[src/rtl/serwr_pkg.sv]
package serwr_pkg;

  // Per-cycle commands from the control to the datapath
  typedef struct packed {
    logic shift;   // take bitIn into the frame shifter
    logic bitIn;   // synchronized serial data bit
    logic clear;   // enable is low: drop any partial frame
    logic commit;  // this shift completes the frame
  } serwr_strobe_t;

endpackage

[src/rtl/serwr_ctrl.sv]
module serwr_ctrl
  import serwr_pkg::*;
#(
  parameter int FRAME_BITS  = 31,
  parameter int SYNC_STAGES = 2,
  localparam int CNT_W = $clog2(FRAME_BITS + 1)
) (
  input  logic             clk,
  input  logic             rstN,
  input  logic             serEn,
  input  logic             serClk,
  input  logic             serData,
  output serwr_strobe_t    strobes,
  output logic             enSync,
  output logic [CNT_W-1:0] bitCount
);

  localparam logic [CNT_W-1:0] LAST_IDX = CNT_W'(FRAME_BITS - 1);
  localparam logic [CNT_W-1:0] FULL_CNT = CNT_W'(FRAME_BITS);

  logic [SYNC_STAGES-1:0] clkPipe;
  logic [SYNC_STAGES-1:0] enPipe;
  logic [SYNC_STAGES-1:0] datPipe;
  logic                   clkLast;
  logic                   clkS;
  logic                   datS;
  logic                   sclkRise;
  logic                   roomLeft;

  always_ff @(posedge clk or negedge rstN) begin
    if (!rstN) begin
      clkPipe <= '0;
      enPipe  <= '0;
      datPipe <= '0;
      clkLast <= 1'b0;
    end else begin
      clkPipe <= {clkPipe[SYNC_STAGES-2:0], serClk};
      enPipe  <= {enPipe[SYNC_STAGES-2:0], serEn};
      datPipe <= {datPipe[SYNC_STAGES-2:0], serData};
      clkLast <= clkS;
    end
  end

  assign clkS     = clkPipe[SYNC_STAGES-1];
  assign enSync   = enPipe[SYNC_STAGES-1];
  assign datS     = datPipe[SYNC_STAGES-1];
  assign sclkRise = clkS & ~clkLast;
  assign roomLeft = (bitCount < FULL_CNT);

  always_ff @(posedge clk or negedge rstN) begin
    if (!rstN) begin
      bitCount <= '0;
    end else if (!enSync) begin
      bitCount <= '0;
    end else if (sclkRise && roomLeft) begin
      bitCount <= bitCount + 1'b1;
    end
  end

  always_comb begin
    strobes.clear  = ~enSync;
    strobes.bitIn  = datS;
    strobes.shift  = enSync & sclkRise & roomLeft;
    strobes.commit = enSync & sclkRise & (bitCount == LAST_IDX);
  end

endmodule

[src/rtl/serwr_datapath.sv]
module serwr_datapath
  import serwr_pkg::*;
#(
  parameter int              ADDR_W    = 6,
  parameter int              DATA_W    = 24,
  parameter int              NUM_REGS  = 8,
  parameter logic [DATA_W-1:0] CHIP_ID   = 24'h5C0A17,
  parameter logic [DATA_W-1:0] RESET_VAL = '0,
  localparam int FRAME_BITS = 1 + ADDR_W + DATA_W
) (
  input  logic                       clk,
  input  logic                       rstN,
  input  serwr_strobe_t              strobes,
  output logic [NUM_REGS*DATA_W-1:0] regBank,
  output logic                       wrStrobe,
  output logic [ADDR_W-1:0]          wrAddr
);

  logic [FRAME_BITS-2:0] shiftReg;
  logic [FRAME_BITS-1:0] frameNow;
  logic [ADDR_W-1:0]     frameAddr;
  logic [DATA_W-1:0]     frameData;
  logic                  isWrite;
  logic                  addrOk;
  logic                  accept;

  assign frameNow  = {shiftReg, strobes.bitIn};
  assign isWrite   = ~frameNow[FRAME_BITS-1];
  assign frameAddr = frameNow[DATA_W +: ADDR_W];
  assign frameData = frameNow[DATA_W-1:0];
  assign addrOk    = (frameAddr != '0) && (int'(frameAddr) < NUM_REGS);
  assign accept    = strobes.commit & isWrite & addrOk;

  always_ff @(posedge clk or negedge rstN) begin
    if (!rstN) begin
      shiftReg <= '0;
    end else if (strobes.clear) begin
      shiftReg <= '0;
    end else if (strobes.shift) begin
      shiftReg <= frameNow[FRAME_BITS-2:0];
    end
  end

  always_ff @(posedge clk or negedge rstN) begin
    if (!rstN) begin
      wrStrobe <= 1'b0;
      wrAddr   <= '0;
    end else begin
      wrStrobe <= accept;
      if (accept) wrAddr <= frameAddr;
    end
  end

  for (genvar g = 0; g < NUM_REGS; g++) begin : g_slot
    if (g == 0) begin : g_id
      assign regBank[DATA_W-1:0] = CHIP_ID;
    end else begin : g_rw
      logic [DATA_W-1:0] slotQ;
      always_ff @(posedge clk or negedge rstN) begin
        if (!rstN) begin
          slotQ <= RESET_VAL;
        end else if (accept && (frameAddr == ADDR_W'(g))) begin
          slotQ <= frameData;
        end
      end
      assign regBank[g*DATA_W +: DATA_W] = slotQ;
    end
  end

endmodule

[src/rtl/serwr_port.sv]
module serwr_port
  import serwr_pkg::*;
#(
  parameter int                ADDR_W      = 6,
  parameter int                DATA_W      = 24,
  parameter int                NUM_REGS    = 8,
  parameter int                SYNC_STAGES = 2,
  parameter logic [DATA_W-1:0] CHIP_ID     = 24'h5C0A17,
  localparam int FRAME_BITS = 1 + ADDR_W + DATA_W,
  localparam int CNT_W      = $clog2(FRAME_BITS + 1)
) (
  input  logic                       clk,
  input  logic                       rstN,
  input  logic                       serEn,
  input  logic                       serClk,
  input  logic                       serData,
  output logic [NUM_REGS*DATA_W-1:0] regBank,
  output logic [DATA_W-1:0]          chipId,
  output logic                       wrStrobe,
  output logic [ADDR_W-1:0]          wrAddr
);

  serwr_strobe_t    strobes;
  logic             enSync;
  logic [CNT_W-1:0] bitCount;

  serwr_ctrl #(
    .FRAME_BITS (FRAME_BITS),
    .SYNC_STAGES(SYNC_STAGES)
  ) u_ctrl (
    .clk     (clk),
    .rstN    (rstN),
    .serEn   (serEn),
    .serClk  (serClk),
    .serData (serData),
    .strobes (strobes),
    .enSync  (enSync),
    .bitCount(bitCount)
  );

  serwr_datapath #(
    .ADDR_W  (ADDR_W),
    .DATA_W  (DATA_W),
    .NUM_REGS(NUM_REGS),
    .CHIP_ID (CHIP_ID)
  ) u_dp (
    .clk     (clk),
    .rstN    (rstN),
    .strobes (strobes),
    .regBank (regBank),
    .wrStrobe(wrStrobe),
    .wrAddr  (wrAddr)
  );

  assign chipId = regBank[DATA_W-1:0];

endmodule

[config.mk]
export PLATFORM = sky130hd
export DESIGN_NAME = serwr_port
export DESIGN_NICKNAME = d
export VERILOG_FILES = /design/src/rtl/serwr_pkg.sv /design/src/rtl/serwr_ctrl.sv /design/src/rtl/serwr_datapath.sv /design/src/rtl/serwr_port.sv
export SDC_FILE = /design/constraint.sdc
export NUM_CORES = 1
export LEC_CHECK = 0
export CORE_ASPECT_RATIO = 0.75
export CORE_UTILIZATION = 46
export CTS_BUF_LIST = sky130_fd_sc_hd__clkbuf_2
export DETAILED_ROUTE_END_ITERATION = 8
export HOLD_SLACK_MARGIN = 0.05
export PLACE_DENSITY = 0.85
export SKIP_LAST_GASP = 1
export SLEW_MARGIN = 20
export SYNTH_ARGS = -nofsm -noshare
export SYNTH_HDL_FRONTEND = slang
export SYNTH_SLANG_ARGS = --single-unit
[constraint.sdc]
create_clock -name clk -period 2.5 [get_ports clk]
set_clock_uncertainty 0.15 [all_clocks]
set_input_delay 0.5 -clock clk [delete_from_list [all_inputs] [get_ports clk]]
set_output_delay 0.5 -clock clk [all_outputs]
set_load 0.03 [all_outputs]
==> results.txt <==
Die width -> 161 um
DR vias -> 5708
Final hold viol count -> 0
Port bufs -> 179
Area growth syn-to-layout -> 34.1%
Total core area -> 18600 um2
WL/cell -> 19.1 um
Pre-CTS setup slack -> -0.225 ns
Crit path cell chain -> or3_4 > or4_4 > buf_4 > nor4b_4 > buf_6 > mux2_2
Post-synth top area share -> 62.1%
First-pass GRT wire length -> 33700 um
Outcome -> finished with violations
Initial antenna violation count -> 0
Dpl cell area -> 11000 um2
Final Setup Violations -> 85
GRT Total Usage -> 22.4%
DR DRC count -> 0
Clock-pin slew on the worst setup and hold paths -> 0.12 ns
Max stage delay on crit path -> 0.53 ns
Slowest stage cell, crit path -> or4_4
Syn avg cell area -> 14.4 um2
Starting Density -> 47.1%
Crit path kind -> reg -> reg
Final worst-path cycle share -> 106%
Antenna-violating nets left -> 0
Cts bufs inserted -> 50
Synth area leader -> dfrtp_1
Top area cells in the synthesized netlist -> dfrtp_1 (62%), mux2_2 (19%), buf_4 (4.3%)
Distinct cells, synth -> 39
CP Launch Type -> flop
Starting DRT DRC Count -> 308
Worst vdd ir -> 278 uV
Share of cells above drive strength 1 -> 35.2%
RD Place Congestion -> 0.751
Post-synth EDFFs -> 0
Die Ht -> 121 um
Critical path depth -> 6
Wirelength, routed -> 21800 um
Hpwl dp -> 13700 um
Setup ws final -> -0.159 ns
Yosys warnings -> 0
Clk Latency, worst-skew pair -> 0.78 ns
Cells after synthesis -> 606
RSZ-0062 raised after global routing -> true
Clock root buffer -> clkbuf_2
Nets@finish -> 869
CTS tree -> yes
Num Clock Sinks -> 217
Fin area -> 11700 um2
Largest net degree at the start of global routing -> 69
Max Fclk -> 376 MHz
I/O Pins -> 228
Leakage -> 6.74 nW
Max-Slew Margin vs Limit -> 49.1%
Row cnt -> 43
GRT overflow -> 0
# fillers -> 1479
Yosys reg bits -> 217
Clock tree buffer depth -> 3
Pwr/cell area -> 504 nW/um2
Drt pass-1 iters -> 4
Number of global-route vias before repair -> 6014
Max cap viols -> 0
Seq/Total Area, Yosys -> 62.1%
Worst Hold Class -> in -> async
Failing checks -> negative setup slack
Asr flop ratio synth -> 100%
Buf+Inv Stages, Crit Path -> 2
Crit path capture type -> flop
Worst path arrival time -> 3.13 ns
Synthesized area -> 8750 um2
Critical Path Fanout Max -> 13
Worst-margin pin slew -> 0.763 ns
DIE AREA -> 19600 um2
Vias/cell -> 5.00
H-tree Lvls -> 2
Count of pins over their slew limit -> 0
WP data required -> 2.97 ns
Diodes inserted -> 0
Largest delay contributor family on the critical path -> simple AND/OR/NAND/NOR gates
Period minus WS final -> 2.66 ns
Top FF cell, synth -> dfrtp_1
Worst Reg2Reg Path Length in Cells -> 6
## sequential cells by signal, summed over array words and instances (netlist names)
signal / flops
u_dp.shiftReg: 30
u_dp.g_slot.g_rw.slotQ: 168
u_dp.wrStrobe: 1
u_ctrl.datPipe: 2
u_ctrl.bitCount: 5
u_dp.wrAddr: 6
u_ctrl.enPipe: 2
u_ctrl.clkPipe: 2
u_ctrl.clkLast: 1
## cell families after synthesis
logic type / count (synthesis) / synth area share (%)
AO/OA/AOI/OAI: 40 / 3.40
adder cells (fa/ha/maj): 2 / 0.286
buffers and inverters: 79 / 6.08
flip-flops: 217 / 62.1
multiplexers: 170 / 22.7
other: 2 / 0.0859
AND/OR/NAND/NOR: 96 / 5.31
## cell type report
class | count | area, um2 | area share [%]
inverters | 3 | 11.3 | 0.0960
clock buffers | 73 | 365 | 3.12
well taps | 247 | 309 | 2.64
flip-flops and latches | 217 | 5430 | 46.3
multi-input cells | 356 | 3210 | 27.4
clock inverters | 12 | 51.3 | 0.437
repair buffers | 234 | 2350 | 20.0
## per-stage QoR
| stage | instances | total power (W) | setup TNS [ns] | util, % | hold WS, ns |
|---|---|---|---|---|---|
| finish | 1142 | 0.00591 | -5.74 | 63.2 | 0.122 |
| global route | 1142 | 0.00620 | -13.83 | 63.2 | 0.100 |
| CTS | 1140 | 0.00598 | -3.99 | 62.1 | 0.0788 |
| detailed placement | 1038 | 0.00384 | -10.61 | 59.0 | 0.185 |
| global placement | 1038 | 0.00384 | -4.92 | 59.0 | 0.182 |
| floorplan | 652 | 0.00378 | -5.59 | - | 0.0544 |
## cell usage after synthesis, drive strengths merged (2+ instances only)
library cell,number
mux2,170
nand2b,2
dfrtp,217
o21ai,2
clkbuf,14
a21boi,32
inv,3
nor2b,4
buf,62
nand3b,2
or4,2
or3,2
and3,2
nand2,68
nand3,3
conb,2
nor4b,2
ha,2
nor2,3
## cells in the final DEF (no fill, tap or decap), types with 2 or more instances in the layout
cell type        count
a21boi_0            31
and3_1               2
buf_12              14
buf_16               2
buf_4               23
buf_6                9
clkbuf_16            3
clkbuf_2            73
clkdlybuf4s50_1      4
clkinv_1             8
clkinv_2             2
conb_1              48
dfrtp_1            217
dlygate4sd2_1      162
dlygate4sd3_1        4
dlymetal6s2s_1      12
inv_1                2
inv_2                2
mux2_2             102
mux2_4              68
nand2_1             68
nand2b_1             2
nand3_1              3
nand3b_1             2
nor2_4               2
nor2b_1              4
or3_4                2
or4_4                2
## worst reg2reg max path, delay by kind of cell, from the launching register on
kind	cells	cell delay [ns]
AND/OR/NAND/NOR	3	1.21
multiplexers	1	0.36
flip-flops	1	0.41
buffers and inverters	2	0.40
## final timing paths
kind,start,endpoint,slack [ns]
setup / recovery,u_dp.shiftReg[27]$_DFFE_PN0P_,u_dp.g_slot[5].g_rw.slotQ[2]$_DFFE_PN0P_,-0.16
hold / removal,rstN,u_dp.g_slot[2].g_rw.slotQ[23]$_DFFE_PN0P_,0.12
setup reg to reg,u_dp.shiftReg[27]$_DFFE_PN0P_,u_dp.g_slot[5].g_rw.slotQ[2]$_DFFE_PN0P_,-0.16
hold reg to reg,u_ctrl.clkPipe[0]$_DFF_PN0_,u_ctrl.clkPipe[1]$_DFF_PN0_,0.19
max in group asynchronous,rstN,u_dp.g_slot[3].g_rw.slotQ[4]$_DFFE_PN0P_,1.36
min in group clk,u_ctrl.clkPipe[0]$_DFF_PN0_,u_ctrl.clkPipe[1]$_DFF_PN0_,0.19
## where the power goes
| group | internal [W] | switching (W) | leakage [nW] |
|---|---|---|---|
| registers | 0.00352 | 0.0000106 | 3.02 |
| clock network | 0.000774 | 0.00135 | 0.328 |
| logic | 0.0000500 | 0.000204 | 3.39 |
## per-layer routing
layer	up-vias	GRT usage (%)	share of wire [%]
li1	2533	-	-
met1	2925	30.8	45
met2	221	35.3	47
met3	29	4.96	6.5
met4	0	7.61	1.5
met5	-	0	0
## timing repair
action,CTS,global route
endpoints found under the setup margin,258,141
resized for setup,203,46
hold endpoints to repair,220,0
buffers inserted,10,2
hold buffers,4,0
cloned,4,4
pin swaps,4,0
Power figures use the tool's default switching activity.
